**config.mk**
```make
export PLATFORM = sky130hd
export DESIGN_NAME = bytelane_sync_sram
export DESIGN_NICKNAME = d
export VERILOG_FILES = /design/src/rtl/bytelane_sram_pkg.sv /design/src/rtl/sram_req_stage.sv /design/src/rtl/sram_lane_array.sv /design/src/rtl/sram_out_stage.sv /design/src/rtl/bytelane_sync_sram.sv
export SDC_FILE = /design/constraint.sdc
export NUM_CORES = 1
export LEC_CHECK = 0
export ABC_CLOCK_PERIOD_IN_PS = 3200
export BUFFER_PORTS_ARGS = -buffer_cell sky130_fd_sc_hd__buf_2
export CORE_UTILIZATION = 45
export CTS_CLUSTER_SIZE = 16
export DETAILED_ROUTE_END_ITERATION = 8
export SLEW_MARGIN = 20
export SYNTH_ARGS = -nofsm -noshare
export SYNTH_HDL_FRONTEND = slang
export SYNTH_SLANG_ARGS = --single-unit
```
**constraint.sdc**
```tcl
create_clock -name clk -period 3.2 [get_ports clk]
set_input_delay 0.16 -clock clk [delete_from_list [all_inputs] [get_ports clk]]
set_output_delay 0.16 -clock clk [all_outputs]
set_load 0.05 [all_outputs]
```
**src/rtl/bytelane_sram_pkg.sv**
```systemverilog
package bytelane_sram_pkg;
  typedef enum logic [1:0] {
    REQ_IDLE  = 2'd0,
    REQ_READ  = 2'd1,
    REQ_WRITE = 2'd2
  } req_op_e;
endpackage

```
**src/rtl/sram_req_stage.sv**
```systemverilog
module sram_req_stage
  import bytelane_sram_pkg::*;
#(
  parameter int unsigned ADDR_W    = 6,
  parameter int unsigned LANES     = 2,
  parameter int unsigned LANE_BITS = 9,
  localparam int unsigned WORD_W   = LANES * LANE_BITS
) (
  input  logic              clk,
  input  logic              rst_n,
  input  logic [ADDR_W-1:0] addr,
  input  logic [WORD_W-1:0] wr_data,
  input  logic              sel_a_n,
  input  logic              sel_hi,
  input  logic              sel_b_n,
  input  logic              gwr_n,
  input  logic              bwr_n,
  input  logic [LANES-1:0]  lane_wr_n,
  input  logic              snooze,
  output req_op_e           req_op,
  output logic [ADDR_W-1:0] req_addr,
  output logic [WORD_W-1:0] req_data,
  output logic [LANES-1:0]  req_lanes
);
  logic             selected;
  logic [LANES-1:0] lanes_c;
  req_op_e          op_c;

  always_comb begin
    selected = !sel_a_n && sel_hi && !sel_b_n;
    if (!gwr_n)      lanes_c = '1;
    else if (!bwr_n) lanes_c = ~lane_wr_n;
    else             lanes_c = '0;
    if (!selected || snooze) op_c = REQ_IDLE;
    else if (|lanes_c)       op_c = REQ_WRITE;
    else                     op_c = REQ_READ;
  end

  always_ff @(posedge clk) begin
    if (!rst_n) begin
      req_op    <= REQ_IDLE;
      req_addr  <= '0;
      req_data  <= '0;
      req_lanes <= '0;
    end else begin
      req_op    <= op_c;
      req_addr  <= addr;
      req_data  <= wr_data;
      req_lanes <= (op_c == REQ_WRITE) ? lanes_c : '0;
    end
  end


  unselected_no_req_chk: assert property (@(posedge clk) disable iff (!rst_n)
    (sel_a_n || !sel_hi || sel_b_n) |=> (req_op == REQ_IDLE));


  global_write_all_lanes_chk: assert property (@(posedge clk) disable iff (!rst_n)
    (!gwr_n && !sel_a_n && sel_hi && !sel_b_n && !snooze) |=>
      (req_op == REQ_WRITE && req_lanes == {LANES{1'b1}}));
endmodule

```
**src/rtl/sram_lane_array.sv**
```systemverilog
module sram_lane_array #(
  parameter int unsigned DEPTH     = 64,
  parameter int unsigned LANES     = 2,
  parameter int unsigned LANE_BITS = 9,
  localparam int unsigned ADDR_W   = $clog2(DEPTH),
  localparam int unsigned WORD_W   = LANES * LANE_BITS
) (
  input  logic              clk,
  input  logic              rst_n,
  input  logic              wr_en,
  input  logic [ADDR_W-1:0] addr,
  input  logic [WORD_W-1:0] wr_word,
  input  logic [LANES-1:0]  wr_lanes,
  output logic [WORD_W-1:0] rd_word
);
  for (genvar g = 0; g < LANES; g++) begin : g_lane
    logic [LANE_BITS-1:0] mem [DEPTH];

    always_ff @(posedge clk) begin
      if (wr_en && wr_lanes[g])
        mem[addr] <= wr_word[g*LANE_BITS +: LANE_BITS];
    end

    assign rd_word[g*LANE_BITS +: LANE_BITS] = mem[addr];
  end


  write_has_lane_chk: assert property (@(posedge clk) disable iff (!rst_n)
    wr_en |-> (wr_lanes != '0));
endmodule

```
**src/rtl/sram_out_stage.sv**
```systemverilog
module sram_out_stage #(
  parameter int unsigned WORD_W = 18
) (
  input  logic              clk,
  input  logic              rst_n,
  input  logic              snooze,
  input  logic              load_en,
  input  logic [WORD_W-1:0] load_word,
  input  logic              write_held,
  input  logic              rd_oe_n,
  output logic [WORD_W-1:0] rd_data,
  output logic              rd_valid
);
  logic              held_vld;
  logic [WORD_W-1:0] held_word;
  logic              drive;

  always_ff @(posedge clk) begin
    if (!rst_n || snooze) begin
      held_vld  <= 1'b0;
      held_word <= '0;
    end else begin
      held_vld <= load_en;
      if (load_en) held_word <= load_word;
    end
  end

  always_comb begin
    drive    = held_vld && !rd_oe_n && !write_held;
    rd_valid = drive;
    rd_data  = drive ? held_word : '0;
  end


  snooze_quiet_chk: assert property (@(posedge clk) disable iff (!rst_n)
    snooze |=> !rd_valid);


  valid_from_read_chk: assert property (@(posedge clk) disable iff (!rst_n)
    rd_valid |-> $past(load_en));
endmodule

```
**src/rtl/bytelane_sync_sram.sv**
```systemverilog
module bytelane_sync_sram
  import bytelane_sram_pkg::*;
#(
  parameter int unsigned DEPTH     = 64,
  parameter int unsigned LANES     = 2,
  parameter int unsigned LANE_BITS = 9,
  localparam int unsigned ADDR_W   = $clog2(DEPTH),
  localparam int unsigned WORD_W   = LANES * LANE_BITS
) (
  input  logic              clk,
  input  logic              rst_n,
  input  logic [ADDR_W-1:0] addr,
  input  logic [WORD_W-1:0] wr_data,
  input  logic              sel_a_n,
  input  logic              sel_hi,
  input  logic              sel_b_n,
  input  logic              gwr_n,
  input  logic              bwr_n,
  input  logic [LANES-1:0]  lane_wr_n,
  input  logic              snooze,
  input  logic              rd_oe_n,
  output logic [WORD_W-1:0] rd_data,
  output logic              rd_valid
);
  req_op_e           req_op;
  logic [ADDR_W-1:0] req_addr;
  logic [WORD_W-1:0] req_data;
  logic [LANES-1:0]  req_lanes;
  logic [WORD_W-1:0] arr_word;

  sram_req_stage #(.ADDR_W(ADDR_W), .LANES(LANES), .LANE_BITS(LANE_BITS)) u_req (
    .clk(clk), .rst_n(rst_n), .addr(addr), .wr_data(wr_data),
    .sel_a_n(sel_a_n), .sel_hi(sel_hi), .sel_b_n(sel_b_n),
    .gwr_n(gwr_n), .bwr_n(bwr_n), .lane_wr_n(lane_wr_n), .snooze(snooze),
    .req_op(req_op), .req_addr(req_addr), .req_data(req_data), .req_lanes(req_lanes)
  );

  sram_lane_array #(.DEPTH(DEPTH), .LANES(LANES), .LANE_BITS(LANE_BITS)) u_array (
    .clk(clk), .rst_n(rst_n), .wr_en(req_op == REQ_WRITE), .addr(req_addr),
    .wr_word(req_data), .wr_lanes(req_lanes), .rd_word(arr_word)
  );

  sram_out_stage #(.WORD_W(WORD_W)) u_out (
    .clk(clk), .rst_n(rst_n), .snooze(snooze),
    .load_en(req_op == REQ_READ), .load_word(arr_word),
    .write_held(req_op == REQ_WRITE), .rd_oe_n(rd_oe_n),
    .rd_data(rd_data), .rd_valid(rd_valid)
  );
endmodule

```
# After elaboration in Yosys (flattened, before gate mapping)
# Memory sizes are Yosys's and may differ from the RTL's. A register that Yosys moved wholly into a read port is not among the register bits.
# Index checks and enable logic that the tools add are counted.
# totals
elab_cells,36
latchBits,0
mem_bits_ro,0
in_bits,35
out_inout_bits,19
memories,2
mem_bits_rw,1152
reg_bits,29
# mem_list
memory,depth,width,rd,rd_ports_with_merged_regs,wr,line,rtl
u_array.g_lane[0].mem,64,9,1,1,1,sram_lane_array.sv:17,logic [LANE_BITS-1:0] mem [DEPTH];
u_array.g_lane[1].mem,64,9,1,1,1,sram_lane_array.sv:17,
# op_classes
shifts,0
eq_ne,3
multipliers,0
magnitude_cmp,0
div,0
muxes,9
n_addsub,0
n_bitwise,1
n_reduce_logical,16
# op_table
cell,count
two-way mux 18 bit,1
two-way mux 2 bit,4
logical AND 1 bit,6
logical NOT 1 bit,6
"== test 2 bit, second input constant",2
two-way mux 1 bit,4
"== test 2 x 1 -> 1 bit, second input constant",1
logical OR 1 bit,2
inverter 2 bit,1
AND reduction 2 bit,1
OR reduction 2 bit,1

# Logic depth before layout (Yosys ltp)
# Gate-level depths: netlist (run 1).
# logic_depth
depth_word,8
ltp_mapped,10
mapped_depth_nobuf,6

# Modules after synthesis
# Synthesis (run 1) repeated with hierarchy kept, for this count alone.
# hier_totals
cells_unflattened,2715
hier_area_um2,46113.0
# by_module_without_submodules
mod,seq_area_each_um2,n_inst,cells_per_inst,area_each_um2
sram_lane_array,34593.2,1,2569,44491.4
sram_out_stage,380.4,1,82,817.0
sram_req_stage,560.5,1,62,789.5
bytelane_sync_sram,0.0,1,2,15.0

# Least setup slack after synthesis (run 1)
# OpenSTA, ideal clock, no wires.
# synth_timing
path_kind,register to register
start,reg u_req.req_addr[0]
end,"mem u_array.g_lane[1].mem[1][0], enable pin"
required_ps,2826
setup_ps,374
path_stages_with_launch,9
t_arrival_ps,2042
path_buffers,6
path_slack_ps,784
synth_period_minus_slack_ps,2416
path_cell_list,dfxtp_1 -> buf_6 -> buf_8 -> buf_8 -> buf_6 -> buf_4 -> buf_2 -> nand3_1 -> nor2_1
# synth_lines
element,line,rtl
start: declaration,sram_req_stage.sv:21,"output logic [ADDR_W-1:0] req_addr,"
start signal: assignment,sram_req_stage.sv:47,req_addr <= addr;
end: declaration,sram_lane_array.sv:17,
# No word-level cell before the write port.

==> results.tsv, run 1 <==
metric	value	unit
syn avg cell area	17.6	µm²
Leak	0.0164	µW
synthesized area	46500	µm²
Final setup viols	1	
maxcap violations	0	
worst skew pair latency	0.71	ns
Die H	323	µm
Max-slew headroom	14.2	%
Primary FF master, synth	edfxtp_1	
RSZ-0062 raised after global routing	no	
antenna-violating nets left	0	
Clock Root Buffer	clkbuf_16	
worst setup margin	-0.0711	ns
clock transition at the registers of the reported paths	0.07	ns
number of synthesized flops with an enable pin	1152	
GPL Wtd Cong	0.989	
number of global-route vias before repair	27400	
cell chain of the critical path	buf_4, or3b_2, a21oi_1, a211o_1, a2111oi_1, and4_1, a31oi_1	
status	complete, but fails checks	
initial antenna violation count	7	
GRT Total Usage	27.6	%
reg2reg setup slack	-0.07	ns
GR Overflow Total	0	
commonest non-fill, non-tap cell in the layout	edfxtp_1	
largest net degree at the start of global routing	65	
Yosys reg bits	1199	
Setup crit end kind	flip-flop	
Slew Limit Fails	0	
type of the worst min-delay path	primary input to flip-flop	
io pins	54	
Worst Clk Skew	0.0277	ns
Core Box Area	102000	µm²
DP HPWL	91.2	mm
Area Growth Syn to Fin	17.3	%
Nets	3034	
Worst Setup Start Kind	flip-flop	
final worst path period need	3.27	ns
failing checks	negative setup slack	
Die Wd	323	µm
post-synthesis cell count	2644	
CP max FO	25	
Vias/cell	6.30	
CP max stage cell	a2111oi_1	
share of cells above drive strength 1	23.7	%
worst reg2reg path depth	7	
Initial Utilization	45.5	%
worst endpoint required time	3.79	ns
first-pass GRT wire length	203	mm
I/O Buffers	53	
total CTS buffers	117	
fin crit share	102	%
die area	105000	µm²
Tightest Pin Transition	1.28	ns
H-tree levels	3	
asr flop ratio synth	0	%
number of vias in the routed layout	28200	
clock sinks	1199	
DR WL/cell	32.1	µm
Ys Warns	0	
Worst EP arrival	3.86	ns
Critical Path Max Stage Delay	1.12	ns
TritonCTS clock tree	yes	
DRC	0	
initial drt markers	4380	
Layout Utilization	53.4	%
Max Buffers Root-to-Sink	3	
first-pass iteration count of the detailed router	6	
PnR Total Power	32600	µW
WL final	144	mm
most frequent cells in the layout	edfxtp_1, buf_4, nor2_1	
Post-Syn Nets	2679	
Max VDD drop	0.454	mV
critical path class	flip-flop to flip-flop	
PwrDens	598	nW/µm²
Core Rows	117	
WHS Path Cells	2	
Max Freq	306	MHz
Seq/Total Area, Yosys	76.5	%
Synth cell types	71	
final hold violations	0	
-- sequential cells by signal, summed over array words and instances, names as in the netlist --
name / cells
u_array.g_lane.mem: 1152
u_out.held_vld: 1
u_out.held_word: 18
u_req.req_addr: 6
u_req.req_data: 18
u_req.req_lanes: 2
u_req.req_op: 2
-- metal layers --
metal | track usage, % | vias up | share of wire (%)
li1 | - | 11500 | -
met1 | 39.5 | 14400 | 39
met2 | 41.1 | 1989 | 44
met3 | 7.25 | 298 | 13
met4 | 8.78 | 10 | 3.2
met5 | 0 | - | 0.049
-- critical path: cells and delay by family, from the launching register on --
kind            cells  cell delay (ns)
buf+inv             1             0.41
flops               1             0.62
compound gates      4             1.60
simple gates        2             0.49
-- final cells by class --
cell class              instances  area (µm²)
clock buffers                 149        3180
fillers                      8063       47600
inverters                       4        18.8
diodes                          3        7.51
flip-flops and latches       1199       35600
multi-input cells            1262        9960
clock inverters                66         567
well taps                    1368        1710
repair buffers                415        3460
-- power breakdown --
group / internal (µW) / switching [µW]
registers: 17200 / 170
clock network: 7650 / 5840
logic: 601 / 1120
-- through the flow --
stage	setup TNS (ns)	area (µm²)	hold WS, ns	instances	setup slack, ns
after floorplan	0	46500	0.282	2644	0.784
after global placement	-0.153	50200	0.371	4193	-0.153
after detailed placement	0	50200	0.370	4193	0.0835
after CTS	0	54500	0.0723	4463	0.0654
after global routing	0	54500	0.127	4463	0.0148
final	-0.0711	54500	0.101	4466	-0.0711
-- path summary, 6_finish.rpt --
check / startpoint / endpoint
max: u_req.req_addr[2] / u_out.held_word[16]
min: rst_n / u_req.req_addr[2]
max reg2reg: u_req.req_addr[2] / u_out.held_word[16]
min reg2reg: u_out.held_word[5] / u_out.held_word[5]
-- synth_stat cells, types with 18 or more instances --
master | count | share of area [%]
mux2_2 | 63 | 1.5
a22oi_1 | 116 | 1.9
o21ai_0 | 64 | 0.69
dfxtp_1 | 47 | 2.0
mux2i_1 | 115 | 2.5
nand2_1 | 87 | 0.70
buf_4 | 26 | 0.42
a221oi_1 | 113 | 2.1
a21oi_1 | 87 | 0.94
nor2_1 | 186 | 1.5
and2_1 | 50 | 0.67
mux4_2 | 79 | 3.8
o22ai_1 | 59 | 0.79
nand3_1 | 18 | 0.19
buf_2 | 68 | 0.73
clkbuf_1 | 58 | 0.47
a31oi_1 | 21 | 0.28
nor3_1 | 21 | 0.23
edfxtp_1 | 1152 | 74
-- repair_timing --
action,4_1_cts,5_1_grt
resized for setup,0,2
endpoints found under the setup margin,0,2
hold endpoints to repair,29,0
buffers inserted,0,0
hold buffers,55,0
-- kinds of logic after synthesis --
logic type	share of synthesized area, %
and+or+nand+nor	4.17
AOI/OAI and AO/OA	9.12
muxes	7.96
buffers and inverters	2.25
DFF	76.5
(Power assumes the default switching activity.)
==> inputs of run 2 (changes only) <==
Settings changed: REMOVE_ABC_BUFFERS from default to 1.
==> run 2 against run 1 <==
  * The run now ends clean
  * Global-route usage down 0.74 points
  * Total power increased by 0.71%
  * Design area decreased by 0.30%
  * Register-to-register slack improved by 0.13 ns
  * Cell count shrank 0.22%
  * Wire length fell by 1.9%
  * Worst hold slack got worse by 0.094 ns
  * Fmax grew 4.1%
  * Die area stayed put
  * Sequential cell count did not move
  * Largest power group unchanged
==> results.tsv, run 2 (synthesis results as in run 1) <==
metric	value	unit	change
status	complete, no violations		was complete, but fails checks
total CTS buffers	118		was 117
Largest regs	u_array.g_lane.mem x1152, u_out.held_word x18, u_req.req_data x18		unchanged
clock sinks	1199		unchanged
critical path class	flip-flop to flip-flop		unchanged
Stages on worst setup path	7		unchanged
first-pass iteration count of the detailed router	6		unchanged
Clk pwr share	42.0	%	was 41.4%
CP max stage cell	a211oi_1		was a2111oi_1
Gate power share	5.2	%	was 5.3%
CP max FO	43		was 25
io pins	54		unchanged
type of the worst min-delay path	primary input to flip-flop		unchanged
Worst Setup Start Kind	flip-flop		unchanged
maxcap violations	0		unchanged
commonest non-fill, non-tap cell in the layout	edfxtp_1		unchanged
first-pass GRT wire length	198	mm	was 203 mm
Post-Layout Cell Count	4456		was 4466
Final setup viols	0		was 1
placed insts	4184		was 4193
Sw Ratio	21.8	%	was 21.9%
Worst Clk Skew	0.0287	ns	was 0.0277 ns
Max VDD drop	0.507	mV	was 0.454 mV
largest net degree at the start of global routing	65		unchanged
initial antenna violation count	2		was 7
delay-heaviest family, CP	compound AO/OA/AOI/OAI gates		unchanged
most frequent cells in the layout	edfxtp_1, buf_4, nor2_1		unchanged
worst reg2reg path depth	7		unchanged
Core Rows	117		unchanged
number of global-route vias before repair	26900		was 27400
DRC	0		unchanged
Initial Utilization	45.5	%	unchanged
clock transition at the registers of the reported paths	0.06	ns	was 0.07 ns
TritonCTS clock tree	yes		unchanged
WHS Path Cells	3		was 2
DP HPWL	89.0	mm	was 91.2 mm
number of diodes	0		was 3
H-tree levels	3		unchanged
Layout Utilization	53.2	%	was 53.4%
GPL Wtd Cong	0.934		was 0.989
Max Freq	318	MHz	was 306 MHz
gr busiest metal	met2		unchanged
final hold violations	0		unchanged
FILL cells	8036		was 8063
Core Box Area	102000	µm²	unchanged
Max-slew headroom	23.1	%	was 14.2%
initial drt markers	3589		was 4380
I/O Buffers	53		unchanged
RSZ-0062 raised after global routing	no		unchanged
switching power	7160	µW	was 7130 µW
max reg flops	1152		unchanged
Area Growth Syn to Fin	16.9	%	was 17.3%
global routing usage on met3	5.80	%	was 7.25%
hold_ws	0.00740	ns	was 0.101 ns
Critical Path Max Stage Delay	0.73	ns	was 1.12 ns
final worst path period need	3.14	ns	was 3.27 ns
Die H	323	µm	unchanged
Flop pwr share	52.9	%	was 53.3%
fin crit share	98.2	%	was 102%
met1 Usage GRT	35.9	%	was 39.5%
CP most frequent cell	a21oi_1		
PwrDens	604	nW/µm²	was 598 nW/µm²
GR Overflow Total	0		unchanged
Worst EP arrival	3.71	ns	was 3.86 ns
Leak	0.0164	µW	about the same
worst skew pair latency	0.72	ns	was 0.71 ns
Setup crit end kind	flip-flop		unchanged
Max Buffers Root-to-Sink	3		unchanged
GRT Total Usage	26.8	%	was 27.6%
cell chain of the critical path	buf_12, mux2i_1, nor2_1, a21oi_1, a21oi_1, a211oi_1, a31oi_1		was buf_4, or3b_2, a21oi_1, a211o_1, a2111oi_1, and4_1, a31oi_1
Die Wd	323	µm	unchanged
grt met2 use	42.4	%	was 41.1%
number of vias in the routed layout	27700		was 28200
DR WL/cell	31.6	µm	was 32.1 µm
share of cells above drive strength 1	23.5	%	was 23.7%
CP bufs+invs	1		unchanged
worst endpoint required time	3.76	ns	was 3.79 ns
WL final	141	mm	was 144 mm
Vias/cell	6.21		was 6.30
Int Pwr	25700	µW	was 25500 µW
Nets	3019		was 3034
Tightest Pin Transition	1.15	ns	was 1.28 ns
most flop-heavy register	u_array.g_lane.mem		unchanged
setup bufs post-CTS	0		unchanged
Clock Root Buffer	clkbuf_16		unchanged
die area	105000	µm²	unchanged
antenna-violating nets left	0		unchanged
Slew Limit Fails	0		unchanged
==> run 2: cell types whose count changed in the layout (fill, tap and decap cells not counted), moves of 5 or more <==
cell and change:
clkinv_1 +6, bufinv_16 +5, dlygate4sd3_1 -8, buf_12 -7
clkbuf_8 -5, clkinv_2 +6, clkinvlp_4 -5
==> run 2: final cells by class <==
class	count	area (µm²)	share of cell area, %
well taps	1368	1710	3.15
clock buffers	145	3080	5.66
repair buffers	399	3230	5.95
inverters	4	18.8	0.0346
multi-input cells	1262	9950	18.3
clock inverters	79	761	1.40
flip-flops and latches	1199	35600	65.5
==> run 2: what timing repair did <==
item / 4_1_cts / 5_1_grt
endpoints found under the setup margin: 0 / 0
resized for setup: 0 / 0
hold buffers: 47 / 0
hold endpoints to repair: 37 / 0
==> run 2: final timing paths <==
kind	slack (ns)	to	startpoint
setup / recovery	0.06	u_out.held_word[17]	u_req.req_addr[1]
hold / removal	0.007	u_req.req_data[16]	rst_n
setup reg to reg	0.06	u_out.held_word[17]	u_req.req_addr[1]
hold reg to reg	0.55	u_out.held_word[7]	u_out.held_word[7]
==> run 2: layer usage <==
metal	vias up	share of wire, %
met1	14200	38
met5	-	0.016
met4	4	4.6
met3	320	10
met2	1659	47
li1	11500	-
==> run 2: power by group through the flow <==
stage / logic, µW / clock network (µW) / registers, µW
after floorplan: 778 / 0 / 17800
final: 1690 / 13800 / 17400
after CTS: 1650 / 13900 / 17400
after detailed placement: 1610 / 0 / 17700
after global routing: 1740 / 14500 / 17300
after global placement: 1600 / 0 / 17700
==> run 2: per-stage QoR <==
| step | setup TNS, ns | worst slack (ns) | cell area [µm²] | power, µW |
|---|---|---|---|---|
| 2_1_floorplan | -6300.91 | -7.94 | 45400 | 18500 |
| 3_3_place_gp | 0 | 0.285 | 50000 | 19300 |
| 3_5_place_dp | 0 | 0.260 | 50000 | 19300 |
| 4_1_cts | 0 | 0.175 | 54300 | 32900 |
| 5_1_grt | 0 | 0.0577 | 54300 | 33600 |
| 6_report | 0 | 0.0572 | 54300 | 32800 |
==> run 2: worst register-to-register path, cell delays in order, from the launching register on <==
cell and delay, ns:
dfxtp_4 0.56, buf_12 0.33, mux2i_1 0.61, nor2_1 0.26, a21oi_1 0.18, a21oi_1 0.16
a211oi_1 0.73, a31oi_1 0.17
